[src/rtl/rmw_regs_pkg.sv]
package rmw_regs_pkg;
    typedef enum logic [1:0] {
        SEL_NONE = 2'd0,
        SEL_PORT = 2'd1,
        SEL_DIR  = 2'd2,
        SEL_IRQ  = 2'd3
    } reg_sel_e;
endpackage

[src/rtl/rmw_addr_decode.sv]
module rmw_addr_decode
    import rmw_regs_pkg::*;
#(
    parameter int ADDR_W    = 4,
    parameter int PORT_ADDR = 0,
    parameter int DIR_ADDR  = 1,
    parameter int IRQ_ADDR  = 2
) (
    input  logic [ADDR_W-1:0] addr,
    output reg_sel_e          sel
);
    always_comb begin
        if (addr == ADDR_W'(PORT_ADDR))      sel = SEL_PORT;
        else if (addr == ADDR_W'(DIR_ADDR))  sel = SEL_DIR;
        else if (addr == ADDR_W'(IRQ_ADDR))  sel = SEL_IRQ;
        else                                 sel = SEL_NONE;
    end
endmodule

[src/rtl/rmw_port_slice.sv]
module rmw_port_slice #(
    parameter int W = 8
) (
    input  logic         clk,
    input  logic         rst_n,
    input  logic         wr_latch,
    input  logic         wr_dir,
    input  logic [W-1:0] wr_data,
    output logic [W-1:0] latch_q,
    output logic [W-1:0] dir_q,
    output logic [W-1:0] pin_out,
    output logic [W-1:0] pin_oe
);
    typedef struct packed {
        logic [W-1:0] latch;
        logic [W-1:0] dir;
    } port_st_t;

    port_st_t st_d, st_q;

    always_comb begin
        st_d = st_q;
        if (wr_latch) st_d.latch = wr_data;
        if (wr_dir)   st_d.dir   = wr_data;
    end

    always_ff @(posedge clk or negedge rst_n) begin
        if (!rst_n) st_q <= '0;
        else        st_q <= st_d;
    end

    assign latch_q = st_q.latch;
    assign dir_q   = st_q.dir;
    assign pin_oe  = st_q.dir;

    for (genvar i = 0; i < W; i++) begin : g_pin_drive
        assign pin_out[i] = st_q.dir[i] ? st_q.latch[i] : 1'b0;
    end

    // latch changes only through a write
    p_latch_hold_r4: assert property (@(posedge clk) disable iff (!rst_n)
        !wr_latch |=> $stable(latch_q));
    // a write lands in the latch at the next edge
    p_latch_load_r4: assert property (@(posedge clk) disable iff (!rst_n)
        wr_latch |=> (latch_q == $past(wr_data)));
    // direction register loads on its write
    p_dir_load_r5: assert property (@(posedge clk) disable iff (!rst_n)
        wr_dir |=> (dir_q == $past(wr_data)));
endmodule

[src/rtl/rmw_irq_slice.sv]
module rmw_irq_slice #(
    parameter int N = 4
) (
    input  logic         clk,
    input  logic         rst_n,
    input  logic         wr,
    input  logic [N-1:0] wr_keep,
    input  logic [N-1:0] wr_enables,
    input  logic [N-1:0] evt,
    output logic [N-1:0] flags_q,
    output logic [N-1:0] enables_q,
    output logic         irq_req
);
    typedef struct packed {
        logic [N-1:0] flags;
        logic [N-1:0] enables;
    } irq_st_t;

    irq_st_t st_d, st_q;

    always_comb begin
        st_d = st_q;
        if (wr) begin
            st_d.flags   = st_q.flags & wr_keep;
            st_d.enables = wr_enables;
        end
        // events override a same-cycle clear
        st_d.flags = st_d.flags | evt;
    end

    always_ff @(posedge clk or negedge rst_n) begin
        if (!rst_n) st_q <= '0;
        else        st_q <= st_d;
    end

    assign flags_q   = st_q.flags;
    assign enables_q = st_q.enables;
    assign irq_req   = |(st_q.flags & st_q.enables);

    // every event bit is set one edge later
    p_event_sets_r9: assert property (@(posedge clk) disable iff (!rst_n)
        (evt != '0) |=> ((flags_q & $past(evt)) == $past(evt)));
    // a flag never rises without an event
    p_no_rise_r8: assert property (@(posedge clk) disable iff (!rst_n)
        !rst_n || ((flags_q & ~$past(flags_q) & ~$past(evt)) == '0));
    // without a write, flags only gain bits
    p_no_clear_r8: assert property (@(posedge clk) disable iff (!rst_n)
        !wr |=> ((flags_q & $past(flags_q)) == $past(flags_q)));
    // request rises only after a write or an event
    p_req_cause_r10: assert property (@(posedge clk) disable iff (!rst_n)
        $rose(irq_req) |-> ($past(wr) || ($past(evt) != '0)));
endmodule

[src/rtl/rmw_port_irq_regs.sv]
module rmw_port_irq_regs
    import rmw_regs_pkg::*;
#(
    parameter int ADDR_W    = 4,
    parameter int DATA_W    = 8,
    parameter int PORT_ADDR = 0,
    parameter int DIR_ADDR  = 1,
    parameter int IRQ_ADDR  = 2
) (
    input  logic              clk,
    input  logic              rst_n,
    input  logic [ADDR_W-1:0] addr,
    input  logic              wr_en,
    input  logic [DATA_W-1:0] wr_data,
    input  logic              rd_en,
    input  logic              rmw,
    output logic [DATA_W-1:0] rd_data,
    input  logic [DATA_W-1:0] pin_in,
    output logic [DATA_W-1:0] pin_out,
    output logic [DATA_W-1:0] pin_oe,
    input  logic [DATA_W/2-1:0] irq_evt,
    output logic              irq_req
);
    localparam int N_IRQ = DATA_W / 2;

    reg_sel_e          sel;
    logic [DATA_W-1:0] latch_q, dir_q;
    logic [N_IRQ-1:0]  flags_q, enables_q;
    logic [DATA_W-1:0] rd_d;

    rmw_addr_decode #(
        .ADDR_W(ADDR_W), .PORT_ADDR(PORT_ADDR),
        .DIR_ADDR(DIR_ADDR), .IRQ_ADDR(IRQ_ADDR)
    ) u_dec (
        .addr (addr),
        .sel  (sel)
    );

    rmw_port_slice #(.W(DATA_W)) u_port (
        .clk      (clk),
        .rst_n    (rst_n),
        .wr_latch (wr_en && (sel == SEL_PORT)),
        .wr_dir   (wr_en && (sel == SEL_DIR)),
        .wr_data  (wr_data),
        .latch_q  (latch_q),
        .dir_q    (dir_q),
        .pin_out  (pin_out),
        .pin_oe   (pin_oe)
    );

    rmw_irq_slice #(.N(N_IRQ)) u_irq (
        .clk        (clk),
        .rst_n      (rst_n),
        .wr         (wr_en && (sel == SEL_IRQ)),
        .wr_keep    (wr_data[N_IRQ-1:0]),
        .wr_enables (wr_data[DATA_W-1:N_IRQ]),
        .evt        (irq_evt),
        .flags_q    (flags_q),
        .enables_q  (enables_q),
        .irq_req    (irq_req)
    );

    // read steering: rmw phase substitutes latch and forced flag ones
    always_comb begin
        rd_d = '0;
        unique case (sel)
            SEL_PORT: rd_d = rmw ? latch_q : pin_in;
            SEL_DIR:  rd_d = dir_q;
            SEL_IRQ:  rd_d = {enables_q, (rmw ? {N_IRQ{1'b1}} : flags_q)};
            default:  rd_d = '0;
        endcase
        if (!rd_en) rd_d = '0;
    end

    assign rd_data = rd_d;

    // rmw read of the port sees the latch
    p_rmw_port_r3: assert property (@(posedge clk) disable iff (!rst_n)
        (rd_en && rmw && addr == ADDR_W'(PORT_ADDR)) |-> (rd_data == latch_q));
    // normal read of the port sees the pins
    p_norm_port_r2: assert property (@(posedge clk) disable iff (!rst_n)
        (rd_en && !rmw && addr == ADDR_W'(PORT_ADDR)) |-> (rd_data == pin_in));
    // rmw read of the flag byte forces ones in the flag half
    p_rmw_flags_r7: assert property (@(posedge clk) disable iff (!rst_n)
        (rd_en && rmw && addr == ADDR_W'(IRQ_ADDR))
            |-> (rd_data[N_IRQ-1:0] == {N_IRQ{1'b1}}));
    // idle or unmapped reads return zero
    p_quiet_r11: assert property (@(posedge clk) disable iff (!rst_n)
        (!rd_en || sel == SEL_NONE) |-> (rd_data == '0));
endmodule

[config.mk]
export PLATFORM = sky130hd
export DESIGN_NAME = rmw_port_irq_regs
export DESIGN_NICKNAME = d
export VERILOG_FILES = /design/src/rtl/rmw_regs_pkg.sv /design/src/rtl/rmw_addr_decode.sv /design/src/rtl/rmw_port_slice.sv /design/src/rtl/rmw_irq_slice.sv /design/src/rtl/rmw_port_irq_regs.sv
export SDC_FILE = /design/constraint.sdc
export NUM_CORES = 1
export LEC_CHECK = 0
export BUFFER_PORTS_ARGS = -buffer_cell sky130_fd_sc_hd__clkbuf_2
export CORE_MARGIN = 10
export CORE_UTILIZATION = 40
export CTS_CLUSTER_SIZE = 40
export DETAILED_ROUTE_END_ITERATION = 8
export GPL_TIMING_DRIVEN = 1
export PLACE_DENSITY = 0.68
export SLEW_MARGIN = 20
export SYNTH_ARGS = -nofsm -noshare
export SYNTH_HDL_FRONTEND = slang
export SYNTH_SLANG_ARGS = --single-unit
[constraint.sdc]
create_clock -name clk -period 1.9 [get_ports clk]
set_clock_uncertainty 0.15 [all_clocks]
set_input_delay 0.38 -clock clk [delete_from_list [all_inputs] [get_ports clk]]
set_output_delay 0.38 -clock clk [all_outputs]
set_load 0.01 [all_outputs]
## After elaboration in Yosys (flattened, before gate mapping)

Cells that the tools add are included.

| word-level totals | value |
|---|---|
| register bits after elaboration | 24 |
| output and inout bits | 25 |
| logic and storage cells | 33 |

| operators by class | value |
|---|---|
| equal/unequal tests | 5 |
| muxes and demuxes | 16 |
| bitwise gates (word level) | 3 |
| reduce and logical (&&, ||, !) cells | 5 |

Operators by type and width:

| kind | count |
|---|---|
| $mux 8 | 3 |
| $pmux 8 s3 | 1 |
| $and 4x4->4 | 2 |
| $mux 1 | 8 |
| $mux 2 | 3 |
| $eq 2x2->1 const B | 2 |
| $eq 4x1->1 const B | 1 |
| $eq 4x2->1 const B | 1 |
| $logic_not 4->1 | 1 |
| $mux 4 | 1 |
| $or 4x4->4 | 1 |
| $reduce_or 4->1 | 1 |
| $logic_and 1x1->1 | 3 |
| $eq 2x1->1 const B | 1 |

## Longest topological paths before layout

Gate-level depths: netlist of run 1.

| logic depth | value |
|---|---|
| depth in word-level cells | 8 |
| depth in mapped cells | 4 |
| gate-level depth less buffers | 3 |

## Modules after synthesis

Synthesis of run 1 repeated with hierarchy kept, for this count alone.

| unflattened totals | value |
|---|---|
| cells, all modules | 115 |
| area, all modules | 1433.9 µm² |

By module, submodules not included:

| module | instances | cells an instance | area each (µm²) | sequential area each (µm²) |
|---|---|---|---|---|
| rmw_port_slice | 1 | 50 | 773.2 | 400.4 |
| rmw_irq_slice | 1 | 24 | 345.3 | 200.2 |
| rmw_port_irq_regs | 1 | 38 | 291.5 | 0.0 |
| rmw_addr_decode | 1 | 3 | 23.8 | 0.0 |

## Worst setup path before layout of run 1

OpenSTA, ideal clock, no wires.

| path | value |
|---|---|
| path kind | input to output |
| from | in addr[0] |
| to | out rd_data[4] |
| arrival | 1556 ps |
| required time | 1370 ps |
| path slack | -186 ps |
| cell stages on the path | 3 |
| buffers on the path | 0 |
| cell sequence | nor4_4 nand2_1 a2111oi_0 |

| between the ends | value |
|---|---|
| longest elaborated chain between the ends | 7 |

RTL lines:

| element | RTL line | RTL |
|---|---|---|
| from (decl) | rmw_port_irq_regs.sv:12 | `input logic [ADDR_W-1:0] addr,` |
| $eq 4x2->1 | rmw_addr_decode.sv:15 | `else if (addr == ADDR_W'(IRQ_ADDR)) sel = SEL_IRQ;` |
| $mux 2 | rmw_addr_decode.sv:15 |  |
| $mux 2 | rmw_addr_decode.sv:14 | `else if (addr == ADDR_W'(DIR_ADDR)) sel = SEL_DIR;` |
| $mux 2 (*) | rmw_addr_decode.sv:13 | `if (addr == ADDR_W'(PORT_ADDR)) sel = SEL_PORT;` |
| $eq 2x2->1 / $eq 2x1->1 (equally long branches) | rmw_port_irq_regs.sv:66 | `unique case (sel)` |
| $pmux 8 s3 (*) | rmw_port_irq_regs.sv:66 |  |
| $mux 8 (*) | rmw_port_irq_regs.sv:72 | `if (!rd_en) rd_d = '0;` |
| to (decl) | rmw_port_irq_regs.sv:17 | `output logic [DATA_W-1:0] rd_data,` |

Every way passes the cells marked *; elsewhere a longest branch is shown, timed or not.

## Worst setup path in the final report of run 1

| path | value |
|---|---|
| from | in addr[0] |
| to | out rd_data[5] |

Same word-level chain as after synthesis.

==> impl_metrics.py, run 1 <==
metrics = {
    "outcome": {
        "status": "finished, violations left",
        "violations": "setup timing",
    },
    "yosys": {
        "synth_top_area_share_pct": 44.57,
        "synthMuxAreaShare_pct": 25.63,
        "yosysMostFrequentCell": "dfrtp_1",
        "ys_seq_area_share_pct": 44.57,
        "synth.avg_cell_area_sq_um": 12.03,
        "synth-xor-area-share_pct": 0,
        "ys_async_sr_fraction_pct": 100.0,
        "yosys.area_share.adder_pct": 0,
        "synth_area_sq_um": 1348,
        "ys_types": 22,
        "yosys.area.top_type": "dfrtp_1",
        "synth_top_family_by_area": "multiplexers",
        "synthTopCellsByArea": "dfrtp_1, mux2_2, mux2_4, a22oi_1, and2_1",
        "synth_simple_gate_area_share_pct": 14.95,
        "synth_nets": 141,
        "ys_seq_elements": 24,
        "synth_compound_area_share_pct": 13.37,
        "netlist_instances": 112,
        "synth_common_cells": "dfrtp_1, mux2_2, a22oi_1",
        "synth_edf_count": 0,
        "yosys_most_used_dff": "dfrtp_1",
        "ys.warnings.count": 0,
    },
    "timing": {
        "setup-tns-final_ps": -991.6,
        "clock.fmax_ghz": 0.4898,
        "finalSetupViolCount": 8,
        "slew_violations": 0,
        "tightest_slew_ps": 616.6,
        "setup_slack_ps": -141.9,
        "rsz0062_at_grt": "yes",
        "period_share_pct": 107.5,
        "slew_headroom_pct": 58.89,
        "hold_viol": 0,
        "finalCriticalPeriod_ps": 2042,
    },
    "clocking": {
        "ctsHtreeMaxLevel": 1,
        "numCtsBuffers": 3,
        "cts-root-buf": "clkbuf_4",
        "clk_path_buf_depth": 2,
        "clkTransAtPathRegs_ps": 140,
        "insertion_delay_ps": 310,
        "cts_tree": "built",
        "clock_sinks": 24,
    },
    "route": {
        "drtIter0Drc": 61,
        "ant_nets": 0,
        "viasPerCell": 5.235,
        "wl_um": 4341,
        "drcViolationCount": 0,
        "wl_per_cell_um": 18.55,
        "route.vias.total": 1225,
        "first_pass_iters": 4,
    },
    "layout": {
        "final_cells": 234,
        "area.growth.synth_to_final_pct": 53.20,
        "finalNetCount": 218,
        "drive_gt1_share_pct": 67.55,
        "antennaDiodeCount": 0,
    },
    "setup_path": {
        "path_delay_family": "buffers and inverters",
        "worstSetupEndpointType": "primary output",
        "startpoint_type": "input pin",
        "path_cells": "buf_8, nor4_4, buf_6, nand2_1, a2111oi_4, buf_2",
        "r2r_cells": 1,
        "path_max_fanout": 5,
        "slowest_stage": "a2111oi_4",
        "r2r_setup_slack_ps": 930,
        "timing.rr.end": "u_port.dir_q[7]$_DFFE_PN0P_",
        "cp.required_ps": 1370,
        "crit_arrival_ps": 1510,
        "startpoint": "addr[0]",
        "r2r_start": "u_port.dir_q[7]$_DFFE_PN0P_",
        "max_stage_delay_ps": 290,
        "path_buf_inv": 3,
        "critical_path_class": "in -> out",
    },
    "pwr": {
        "pwr-share-clk_pct": 18.7,
        "p_leak_nw": 0.9503,
        "combPwrFrac_pct": 33.3,
        "ir_drop_mv": 0.4061,
        "p_sw_share_pct": 32.06,
        "power_density_nw_per_um2": 713.5,
        "p_seq_share_pct": 48.0,
        "p_switching_uw": 472.2,
        "intPower_mw": 1.001,
    },
    "die": {
        "start_util_pct": 41.03,
        "die_width_um": 78.04,
        "io_pins": 54,
        "coreArea_sq_um": 3284,
        "die_area_sq_um": 6090,
        "rows": 21,
        "die_y_um": 78.04,
    },
    "worst_hold_path": {
        "hold_depth": 2,
        "hold_end": "u_irq.flags_q[1]$_DFF_PN0_",
        "min_from": "irq_evt[1]",
        "min_path_type": "in -> reg",
    },
    "place": {
        "dpl.hpwl_um": 3293,
        "gp_congestion": 0.9928,
        "io_buffers": 53,
        "dpl.cell_count": 227,
    },
    "grt": {
        "first_global_vias": 1341,
        "overflow": 0,
        "use_met1_pct": 13.78,
        "grt_max_degree": 25,
        "grt_use_total_pct": 13.62,
        "grt_pass1_wl_um": 6727,
        "met2_usage_pct": 25.58,
        "top_usage_layer": "met2",
        "antenna_found_initial": 0,
        "grt_util_met3_pct": 3.759,
    },
    "flow_run": {
        "maxCapViolCount": 0,
    },
}
## how the worst max path moves through the flow
| stage | endpoint | slack (ps) | depth (start not counted) |
|---|---|---|---|
| after floorplan | rd_data[4] | 20 | 3 |
| after global placement | rd_data[6] | -230 | 5 |
| after detailed placement | rd_data[5] | -230 | 5 |
| after CTS | rd_data[5] | -160 | 7 |
| after global routing | rd_data[6] | -240 | 6 |
| final | rd_data[5] | -140 | 6 |
## per-stage QoR
stage          hold slack, ps  setup slack (ps)  total power, mW  utilization, %  cell area, sq um
4_1_cts                 84.96            -159.6            1.451           59.77              1963
6_report                84.12            -141.9            1.473           62.86              2064
5_1_grt                 83.82            -244.3            1.550           62.86              2064
3_5_place_dp            267.5            -233.6            1.150           55.62              1827
2_1_floorplan          -65.59             18.19           0.9371               -              1373
3_3_place_gp            257.0            -227.6            1.135           55.62              1827
## registers in the layout, indices dropped and copies added (netlist names)
signal,flops
u_irq.flags_q,4
u_port.latch_q,8
u_port.dir_q,8
u_irq.enables_q,4
## what timing repair did
action | CTS | global route
pin swaps | 9 | 7
gates resized for setup | 15 | 27
setup endpoints to repair | 8 | 8
buffers inserted | 2 | 1
hold endpoints to repair | 24 | 0
hold buffers | 1 | 0
## layout make-up
cell class	count	area (sq um)
fill	247	1220
multi-input combinational	85	900.9
sequential	24	600.6
timing repair buffer	74	465.4
tap	46	57.56
clock buffer	4	36.28
inverter	1	3.754
## power groups by stage
stage	logic [mW]	registers (mW)	clock network [mW]
floorplan	0.238	0.699	0
global placement	0.435	0.699	0
detailed placement	0.445	0.705	0
CTS	0.467	0.701	0.282
global route	0.530	0.719	0.300
finish	0.491	0.707	0.275
## metal layers
| metal | vias to the layer above | wire length, um |
|---|---|---|
| met1 | 618 | 1656 |
| li1 | 576 | - |
| met4 | 0 | 55 |
| met3 | 6 | 163 |
| met2 | 25 | 2464 |
| met5 | - | 0 |
## placed cells by master, fill, tap and decap left out, drive strengths merged
cell         netlist  final
a22oi             10     10
buf                2     30
and2               9      9
a2111oi            4      4
or2                1      1
nand2b             5      5
nor2               1      1
or3                2      2
nor2b              2      2
a21oi              4      4
nor4b              2      2
o31ai              4      4
mux2              28     28
or3b               1      1
dlygate4sd3        0      1
nand3              2      2
o21ai              4      4
clkbuf             0     47
inv                1      1
dfrtp             24     24
nor4               1      1
nand2              5      5
## cells by family after synthesis
group                  after synthesis
and+or+nand+nor                     31
AOI/OAI and AO/OA                   26
muxes                               28
buffers and inverters                3
DFF                                 24
Power figures use the tool's default switching activity.
==> inputs of run 2 (changes only) <==
Settings changed: CORE_UTILIZATION 40 to 48, PLACE_DENSITY 0.68 to 0.77.
==> impl_metrics.py, run 2 (synthesized netlist as in run 1, its figures left out) <==
metrics = {
    "setup_path": {
        "critical_path_class": "in -> out",
        "r2r_cells": 2,
        "r2r_setup_slack_ps": 830,
        "cp.required_ps": 1370,
        "path_max_fanout": 5,
        "timing.rr.end": "u_port.latch_q[5]$_DFFE_PN0P_",
        "r2r_start": "u_port.latch_q[5]$_DFFE_PN0P_",
        "worstSetupEndpointType": "primary output",
        "crit_arrival_ps": 1510,
        "startpoint_type": "input pin",
    },
    "route": {
        "ant_nets": 0,
        "wl_met1_um": 1721,
        "top_layer": "met4",
        "wl_um": 4420,
        "drtIter0Drc": 71,
        "wl_per_cell_um": 20.00,
        "route.vias.total": 1278,
        "route.met2.wl_um": 2325,
        "viasPerCell": 5.783,
        "met3_length_um": 292,
        "first_pass_iters": 4,
        "drcViolationCount": 0,
    },
    "place": {
        "place_area_sq_um": 1810,
        "dpl.hpwl_um": 3140,
        "gp_congestion": 0.7973,
        "io_buffers": 53,
    },
    "timing": {
        "rsz0062_at_grt": "yes",
        "hold_viol": 0,
        "clock.fmax_ghz": 0.4896,
        "slew_violations": 0,
        "finalSetupViolCount": 8,
        "finalCriticalPeriod_ps": 2042,
        "period_share_pct": 107.5,
        "setup-tns-final_ps": -781.7,
        "tightest_slew_ps": 599.0,
        "setup_slack_ps": -142.4,
        "slew_headroom_pct": 60.07,
    },
    "clocking": {
        "clk_path_buf_depth": 2,
        "cts_tree": "built",
        "clock_sinks": 24,
        "insertion_delay_ps": 320,
        "numCtsBuffers": 3,
        "ctsHtreeMaxLevel": 1,
        "cts-root-buf": "clkbuf_4",
        "clkTransAtPathRegs_ps": 130,
    },
    "die": {
        "rows": 19,
        "die_width_um": 72.99,
        "io_pins": 54,
        "start_util_pct": 49.72,
        "die_y_um": 72.99,
        "die_area_sq_um": 5327,
        "coreArea_sq_um": 2710,
    },
    "layout": {
        "n_fill_cell": 189,
        "mostFrequentLayoutCell": "clkbuf_2",
        "area.growth.synth_to_final_pct": 51.72,
        "stdcell_area_sq_um": 2044,
        "finalNetCount": 221,
        "multi_input_area_sq_um": 873.3,
        "drive_gt1_share_pct": 67.37,
        "seq_area_sq_um": 600.6,
        "antennaDiodeCount": 0,
        "layout_common_cells": "clkbuf_2, dfrtp_1, mux2_2, buf_4, and2_1",
    },
    "grt": {
        "antenna_found_initial": 0,
        "overflow": 0,
        "first_global_vias": 1395,
        "grt_pass1_wl_um": 6934,
        "grt_use_total_pct": 16.21,
        "grt_max_degree": 25,
    },
    "outcome": {
        "violations": "setup timing",
        "status": "finished, violations left",
    },
    "worst_hold_path": {
        "min_from": "irq_evt[1]",
        "hold_end": "u_irq.flags_q[1]$_DFF_PN0_",
        "min_path_type": "in -> reg",
        "hold_depth": 2,
    },
    "flow_run": {
        "maxCapViolCount": 0,
    },
    "pwr": {
        "p_leak_nw": 0.9419,
        "ir_drop_mv": 0.5664,
        "power_density_nw_per_um2": 702.8,
    },
}
==> run 2: cell types whose count changed in the layout (fill, tap and decap cells not counted), moves of 2 or more <==
cell / change
a22oi_2: -4
nand2_4: -2
buf_4: +3
nand2_2: +3
a22oi_1: +4
buf_6: +2
clkbuf_2: -2
==> run 2: repair_timing <==
action	4_1_cts	5_1_grt
pin swaps	9	8
hold buffers	1	0
endpoints found under the setup margin	8	8
hold endpoints to repair	24	0
gates resized for setup	20	31
buffers inserted	2	1
==> run 2: layer usage <==
layer | vias to the layer above | global-route usage [%]
met4 | 0 | 6.118
met5 | - | 0
met1 | 637 | 18.59
met3 | 7 | 3.401
li1 | 581 | -
met2 | 53 | 28.46
==> run 2: area by class of cell <==
class                   instances  share of cell area, %
flip-flops and latches         24                  29.38
well taps                      31                  1.897
repair buffers                 77                  24.72
multi-input cells              85                  42.72
clock buffers                   3                  1.102
inverters                       1                 0.1836
==> run 2: worst max path at each step <==
stage             from         end  slack, ps  cells after the start
4_1_cts        addr[2]  rd_data[5]       -200                      7
3_5_place_dp   addr[1]  rd_data[5]       -300                      5
6_report       addr[0]  rd_data[5]       -140                      6
2_1_floorplan  addr[0]  rd_data[4]         20                      3
3_3_place_gp   addr[1]  rd_data[4]       -240                      5
5_1_grt        addr[0]  rd_data[5]       -190                      6
==> run 2: per-stage QoR <==
| stage | hold slack [ps] | worst slack (ps) | std cells | total power [mW] | utilization (%) |
|---|---|---|---|---|---|
| after floorplan | -65.59 | 18.19 | 112 | 0.9371 | - |
| after global routing | 100.5 | -191.8 | 221 | 1.511 | 75.44 |
| after CTS | 100.9 | -197.3 | 220 | 1.399 | 73.18 |
| after detailed placement | 260.4 | -302.0 | 214 | 1.151 | 66.81 |
| after global placement | 258.1 | -243.0 | 214 | 1.129 | 66.81 |
| final | 92.47 | -142.4 | 221 | 1.437 | 75.44 |
==> run 2: power by group <==
part           internal (mW)  switching (mW)  total, mW
combinational          0.279           0.220      0.500
clock                 0.0743           0.158      0.233
sequential             0.610          0.0940      0.704
==> run 2: critical path, cell delays in order <==
cell       delay, ps
buf_8            100
nor4_4           270
buf_6            170
nand2_4           50
a2111oi_4        350
buf_2            190
